### src/rtl/clkx_pkg.sv
package clkx_pkg;

  localparam int SEL_W   = 3;
  localparam int N_OUT   = 6;
  localparam int N_SRC   = 7;
  localparam int BYTE_W  = 8;
  localparam int N_LANE  = 3;
  localparam int IMG_W   = N_LANE * BYTE_W;
  localparam int FILL_W  = 3;

  typedef logic [SEL_W-1:0]            sel_t;
  typedef logic [N_OUT-1:0][SEL_W-1:0] sel_vec_t;
  typedef logic [IMG_W-1:0]            img_t;

  // Filler groups sit in image bits 11..9 and 2..0.
  localparam img_t FILL_MASK = img_t'(24'h000E07);

  localparam sel_t SEL_RSVD = sel_t'('1);

  // Low bit of output idx's field in the image. A filler group follows the
  // fourth field, so later fields shift down by one extra group.
  function automatic int field_lsb(input int idx);
    int base;
    base = IMG_W - SEL_W * (idx + 1);
    if (idx >= 4) base = base - FILL_W;
    return base;
  endfunction

  function automatic img_t pack_image(input sel_vec_t codes);
    img_t img;
    img = FILL_MASK;
    for (int i = 0; i < N_OUT; i++) begin
      img[field_lsb(i) +: SEL_W] = codes[i];
    end
    return img;
  endfunction

  function automatic sel_vec_t unpack_image(input img_t img);
    sel_vec_t codes;
    for (int i = 0; i < N_OUT; i++) begin
      codes[i] = img[field_lsb(i) +: SEL_W];
    end
    return codes;
  endfunction

  function automatic logic [BYTE_W-1:0] lane_of(input img_t img, input int lane);
    return img[(N_LANE - 1 - lane) * BYTE_W +: BYTE_W];
  endfunction

  function automatic logic code_usable(input sel_t code);
    return (code != SEL_RSVD);
  endfunction

endpackage

### src/rtl/clkx_regs.sv
module clkx_regs
  import clkx_pkg::*;
#(
  parameter int ADDR_W = 8,
  parameter int DATA_W = BYTE_W,
  parameter logic [ADDR_W-1:0] EN_ADDR  = 8'h09,
  parameter logic [ADDR_W-1:0] SEL_BASE = 8'h44
) (
  input  logic              clk,
  input  logic              rst_n,
  input  logic [ADDR_W-1:0] addr,
  input  logic [DATA_W-1:0] wdata,
  input  logic              we,
  output logic [DATA_W-1:0] rdata,
  output sel_vec_t          sel_vec,
  output logic [N_OUT-1:0]  en_vec
);

  sel_vec_t           sel_q;
  sel_vec_t           sel_d;
  logic [N_OUT-1:0]   en_q;
  img_t               img_cur;
  img_t               img_wr;
  logic [N_LANE-1:0]  lane_sel;
  logic [N_LANE-1:0]  lane_wr;
  logic               en_sel;
  logic               wr_en;
  logic               wr_sel_any;
  logic               wr_ignored;

  genvar k;
  generate
    for (k = 0; k < N_LANE; k++) begin : g_lane
      assign lane_sel[k] = (addr == ADDR_W'(SEL_BASE + k));
      assign lane_wr[k]  = we && lane_sel[k];
    end
  endgenerate

  assign en_sel     = (addr == EN_ADDR);
  assign wr_en      = we && en_sel;
  assign wr_sel_any = |lane_wr;
  assign wr_ignored = we && !en_sel && !(|lane_sel);

  assign img_cur = pack_image(sel_q);

  always_comb begin
    img_wr = img_cur;
    for (int j = 0; j < N_LANE; j++) begin
      if (lane_wr[j]) img_wr[(N_LANE - 1 - j) * DATA_W +: DATA_W] = wdata;
    end
    sel_d = unpack_image(img_wr);
  end

  always_ff @(posedge clk or negedge rst_n) begin
    if (!rst_n) begin
      sel_q <= '0;
      en_q  <= '0;
    end else begin
      if (wr_sel_any) sel_q <= sel_d;
      if (wr_en)      en_q  <= wdata[N_OUT-1:0];
    end
  end

  always_comb begin
    rdata = '0;
    for (int j = 0; j < N_LANE; j++) begin
      if (lane_sel[j]) rdata = lane_of(img_cur, j);
    end
    if (en_sel) rdata = DATA_W'(en_q);
  end

  assign sel_vec = sel_q;
  assign en_vec  = en_q;


  ignored_write_chk: assert property (@(posedge clk) disable iff (!rst_n)
    wr_ignored |=> ($stable(sel_q) && $stable(en_q)));


  en_write_chk: assert property (@(posedge clk) disable iff (!rst_n)
    wr_en |=> (en_q == $past(wdata[N_OUT-1:0])));


  en_pad_zero_chk: assert property (@(posedge clk) disable iff (!rst_n)
    en_sel |-> (rdata[DATA_W-1:N_OUT] == '0));


  fill_mid_chk: assert property (@(posedge clk) disable iff (!rst_n)
    lane_sel[1] |-> (rdata[3:1] == 3'b111));


  fill_low_chk: assert property (@(posedge clk) disable iff (!rst_n)
    lane_sel[2] |-> (rdata[2:0] == 3'b111));

endmodule

### src/rtl/clkx_route.sv
module clkx_route
  import clkx_pkg::*;
#(
  parameter int NS = N_SRC
) (
  input  logic          clk,
  input  logic          rst_n,
  input  logic [NS-1:0] src,
  input  sel_t          sel,
  input  logic          en,
  output logic          out
);

  logic picked;
  logic pass;

  always_comb begin
    picked = 1'b0;
    for (int s = 0; s < NS; s++) begin
      if (sel == SEL_W'(s)) picked = src[s];
    end
  end

  assign pass = en && code_usable(sel);
  assign out  = pass && picked;


  code_reserved_low_chk: assert property (@(posedge clk) disable iff (!rst_n)
    (sel == SEL_RSVD) |-> !out);


  disabled_low_chk: assert property (@(posedge clk) disable iff (!rst_n)
    !en |-> !out);


  src_zero_low_chk: assert property (@(posedge clk) disable iff (!rst_n)
    (src == '0) |-> !out);

endmodule

### src/rtl/clkx_xbar.sv
module clkx_xbar
  import clkx_pkg::*;
#(
  parameter int ADDR_W = 8,
  parameter int DATA_W = BYTE_W
) (
  input  logic              clk,
  input  logic              rst_n,
  input  logic [ADDR_W-1:0] reg_addr,
  input  logic [DATA_W-1:0] reg_wdata,
  input  logic              reg_we,
  output logic [DATA_W-1:0] reg_rdata,
  input  logic [N_SRC-1:0]  src_in,
  output logic [N_OUT-1:0]  clk_out
);

  sel_vec_t         sel_vec;
  logic [N_OUT-1:0] en_vec;

  clkx_regs #(
    .ADDR_W (ADDR_W),
    .DATA_W (DATA_W)
  ) u_regs (
    .clk     (clk),
    .rst_n   (rst_n),
    .addr    (reg_addr),
    .wdata   (reg_wdata),
    .we      (reg_we),
    .rdata   (reg_rdata),
    .sel_vec (sel_vec),
    .en_vec  (en_vec)
  );

  genvar i;
  generate
    for (i = 0; i < N_OUT; i++) begin : g_out
      clkx_route #(.NS(N_SRC)) u_route (
        .clk   (clk),
        .rst_n (rst_n),
        .src   (src_in),
        .sel   (sel_vec[i]),
        .en    (en_vec[i]),
        .out   (clk_out[i])
      );
    end
  endgenerate


  reset_out_low_chk: assert property (@(posedge clk) disable iff (!rst_n)
    (en_vec == '0) |-> (clk_out == '0));

endmodule

### config.mk
export PLATFORM = sky130hd
export DESIGN_NAME = clkx_xbar
export DESIGN_NICKNAME = d
export VERILOG_FILES = /design/src/rtl/clkx_pkg.sv /design/src/rtl/clkx_regs.sv /design/src/rtl/clkx_route.sv /design/src/rtl/clkx_xbar.sv
export SDC_FILE = /design/constraint.sdc
export NUM_CORES = 1
export LEC_CHECK = 0
export BUFFER_PORTS_ARGS = -buffer_cell sky130_fd_sc_hd__buf_2
export CAP_MARGIN = 20
export CELL_PAD_IN_SITES_DETAIL_PLACEMENT = 1
export CELL_PAD_IN_SITES_GLOBAL_PLACEMENT = 2
export CORE_AREA = 2 2 70 72
export DETAILED_ROUTE_END_ITERATION = 7
export DIE_AREA = 0 0 72 74
export PLACE_DENSITY_LB_ADDON = 0.1
export SLEW_MARGIN = 30
export SYNTH_ARGS = -nofsm -noshare
export SYNTH_HDL_FRONTEND = slang
export SYNTH_SLANG_ARGS = --single-unit
export TNS_END_PERCENT = 30
### constraint.sdc
create_clock -name clk -period 4.45 [get_ports clk]
set_input_delay 0.6675 -clock clk [delete_from_list [all_inputs] [get_ports clk]]
set_output_delay 0.6675 -clock clk [all_outputs]
set_load 0.05 [all_outputs]
Yosys cells after proc, flatten, opt, wreduce, memory -nomap -nowiden --
Cells that the tools add are included.
Cells by class: equality and inequality tests 46, muxes and demuxes 46, reduce and logical (&&, ||, !) cells 26
Operators with widths (number):
- $eq A3 B3 Y1 const B | 18
- $mux W1 | 42
- $eq A3 B2 Y1 const B | 12
- $mux W8 | 4
- $eq A8 B7 Y1 const B | 3
- $eq A3 B1 Y1 const B | 6
- $logic_not A3 Y1 | 6
- $ne A3 B3 Y1 const B | 6
- $logic_and A1 B1 Y1 | 16
- $eq A8 B4 Y1 const B | 1
- $reduce_and A2 Y1 | 3
- $reduce_or A3 Y1 | 1
Word-level totals: bits in registers 24, input port bits 26, output and inout port bits 14

Depth between registers and ports, before layout --
depth after elaboration 9, depth in mapped cells 5, depth with buffers taken out 3

Modules after synthesis --
A second synthesis with hierarchy kept.
Second synthesis, totals: cell total of the unflattened synthesis 129, area, all modules 1582.8 µm²
Modules (own cells, without submodules):
- clkx_regs | times used 1, cells each 93, area each 1237.4 µm², seq. area each 600.6 µm²
- clkx_route | times used 6, cells each 6, area each 57.6 µm², seq. area each 0.0 µm²

Least setup slack after synthesis --
OpenSTA, ideal clock, no wires.
kind input -> output, start input port reg_addr[0], end output port reg_rdata[0], data arrival time 2.086 ns, path slack 1.696 ns, cell stages on the path 4, path buffers 2, cell sequence buf_2 -> buf_2 -> nand4b_1 -> a31oi_1
On the way: cells in the longest elaborated chain, start to end 5, elaborated cells between the ends (all ways) 8
Ends and longest elaborated chain:
- start, declared | RTL line clkx_xbar.sv:9 | input logic [ADDR_W-1:0] reg_addr,
- $eq A8 B7 Y1 | RTL line clkx_regs.sv:34 | assign lane_sel[k] = (addr == ADDR_W'(SEL_BASE + k));
- $mux W8 (3 in a row) | RTL line clkx_regs.sv:67 | if (lane_sel[j]) rdata = lane_of(img_cur, j);
- $mux W8 * | RTL line clkx_regs.sv:69 | if (en_sel) rdata = DATA_W'(en_q);
- end, declared | RTL line clkx_xbar.sv:12 | output logic [DATA_W-1:0] reg_rdata,
Mark *: on every way between the ends. The rest lies on a longest branch, timed or not.

Final worst setup path --
start input port reg_addr[1], end output port reg_rdata[3]
The elaborated chain is that of the path after synthesis.

==> metrics <==
clk slew on worst S/H paths=around 90 ps; crit path time final=2820 ps; CTS sink count=24; PD cells=approximately 250 nW/µm²; Synth Instances=138; post-synthesis register bit count=24; CTS tree=done; Primary FF master, synth=dfrtp_1; total track usage=0.190; maxcap violations=0; remaining global-route overflow=0; Worst Max-Slew Pin Slew=548 ps; Nets=195; share of cells above drive strength 1=0.429; WL final=around 4.6 mm; crit path launch type=primary input; maximum clock rate=between 0.3 and 0.4 GHz; Starting Density=0.356; Synth cell types=35; Reg2Reg Setup Slack=about 3600 ps; worst r2r src=u_regs.en_vec[0]; Die H=between 70 and 80 µm; row count=25; Worst R2R End=u_regs.en_vec[0]; met3 Use GR=0.0366; drt drc=0; Slew Viols, Final=0; vias=1301; Post-DRT Antenna Nets=0; overall power=around 0.47 mW; gr busiest metal=met2; Setup CP Type=primary input to primary output; GR met2 Demand/Resource=0.326; cts bufs inserted=3; Avg Synthesized Cell Area=between 10 and 15 µm²; normalized max-slew margin=0.635; syn_nets=164; Netlist Area Pre-Place=between 1500 and 2000 µm²; Clock Path Buffers=2; DRT iter0 DRCs=64; required time at the worst-slack endpoint=3780 ps; first-pass GRT wire length=7.51 mm; # IOs=40; Yosys Warn Count=0; worst IR drop on VDD=around 0.15 mV; Area Overhead vs Synth=14.1%; Final Cycle Share=0.633; die width=72 µm; Vias/cell=~5.9; htree depth=1; Die Area=~5300 µm²; routed len/inst=20.7 µm; # hold bufs at CTS=0; aggregate negative setup slack=0 ps; core outline area=4600 µm²; area share of the largest cell type after synthesis=0.366; largest net degree at the start of global routing=25; clk_skew=0 ps; largest area contributor in the netlist=dfrtp_1; worst-case reg-to-reg path depth=1; Setup crit end kind=primary output; CP arrival=2150 ps; post-CTS setup buffers=0; RSZ-0062 raised after global routing=false; Skew-Pair Late Insertion Delay=270 ps; Static Leak=a little over 0.9 nW; vias in the first global route=around 1400; Max FO, Critical Path=14; EDFF count, synth=0; ys async rst share=1.00; final hold vios=0; hpwl dp=between 3 and 4 mm; initial antenna violation count=0; diode count=0; Setup Viol. Count Final=0; top post-synthesis cells by area=dfrtp_1 (37%), mux2_2 (14%), mux4_2 (8.2%); sequential fraction of the synthesis area=0.366; PortBufs=39; GPL Wtd Cong=between 0.7 and 0.8; status=finished clean; root buf cell=clkbuf_8; Worst Hold Class=primary input to async pin; cts repair resizes=0; first-pass iteration count of the detailed router=4; GR Layer Usage met1=0.247
==> per-layer routing <==
| layer | vias to the layer above | part of all wire |
|---|---|---|
| li1 | 602 | - |
| met1 | 664 | 0.45 |
| met2 | 31 | 0.49 |
| met3 | 4 | 0.042 |
| met4 | 0 | 0.010 |
| met5 | - | 0 |
==> per-stage QoR <==
step                      instance area [µm²]  setup WS [ps]  instances  hold slack (ps)   util
after CTS                                1870           1620        222              391  0.407
after detailed placement                 1820           1630        218              530  0.395
final                                    1870           1630        222              372  0.407
after floorplan                          1640           1700        138              372      -
after global routing                     1870           1530        222              393  0.407
after global placement                   1820           1690        218              527  0.395
==> placed cells by master (no fill, tap or decap), types with 5 or more instances in the layout <==
cell type,synthesis,layout
mux2_1,6,6
nand3_1,5,5
mux2i_1,8,8
nand3b_1,6,6
dfrtp_1,24,24
o211a_1,6,6
nor3_1,5,5
buf_2,3,39
mux4_2,6,6
mux2_2,21,21
==> synthesized netlist by cell type (2+ instances only) <==
master,instances
nand3_1,5
nand2_1,3
and3_1,3
buf_4,9
nor2b_1,2
mux2_2,21
nor3_1,5
o2bb2ai_1,2
o211a_1,6
mux2_1,6
mux4_2,6
mux2i_1,8
nand3b_1,6
dfrtp_1,24
buf_2,3
and4_1,2
a31oi_1,2
o211ai_1,4
o221ai_1,3
nand4_1,2
o21ai_0,2
==> worst max path at each step <==
stage | start | to | slack, ps | depth (start not counted)
after global routing | reg_addr[1] | reg_rdata[1] | 1530 | 5
after global placement | reg_addr[1] | reg_rdata[2] | 1690 | 5
after floorplan | reg_addr[0] | reg_rdata[0] | 1700 | 4
after CTS | reg_addr[1] | reg_rdata[1] | 1620 | 5
final | reg_addr[1] | reg_rdata[3] | 1630 | 5
after detailed placement | reg_addr[1] | reg_rdata[1] | 1630 | 5
==> cells by family (layout without fill, tap and decap cells) <==
| group | count (synthesis) | count (layout) | synth area share |
|---|---|---|---|
| DFF | 24 | 24 | 0.366 |
| muxes | 41 | 41 | 0.317 |
| buffers and inverters | 14 | 44 | 0.0550 |
| and+or+nand+nor | 37 | 37 | 0.154 |
| AOI/OAI and AO/OA | 22 | 22 | 0.108 |
==> where the power goes <==
group | total, mW | internal (mW) | switching [mW] | leakage (nW)
Clock | 0.150 | 0.0791 | 0.0713 | 0.0288
Combinational | 0.0762 | 0.0352 | 0.0410 | 0.553
Sequential | 0.244 | 0.228 | 0.0153 | 0.331
==> flip-flops by register name, indices dropped and copies added, names as in the netlist <==
name	cells
u_regs.sel_vec	18
u_regs.en_vec	6
==> worst max-delay path: stages <==
cell	delay, ps
buf_2	180
or4_1	630
nor2_1	250
a32o_1	160
buf_2	260
==> final cells by class <==
cell class,count,area (µm²)
flip-flops and latches,24,601
inverters,1,3.75
fillers,520,2730
multi-input cells,100,948
well taps,54,67.6
repair buffers,39,195
clock buffers,4,55.1
No activity file was read; power rests on OpenSTA's default activity.
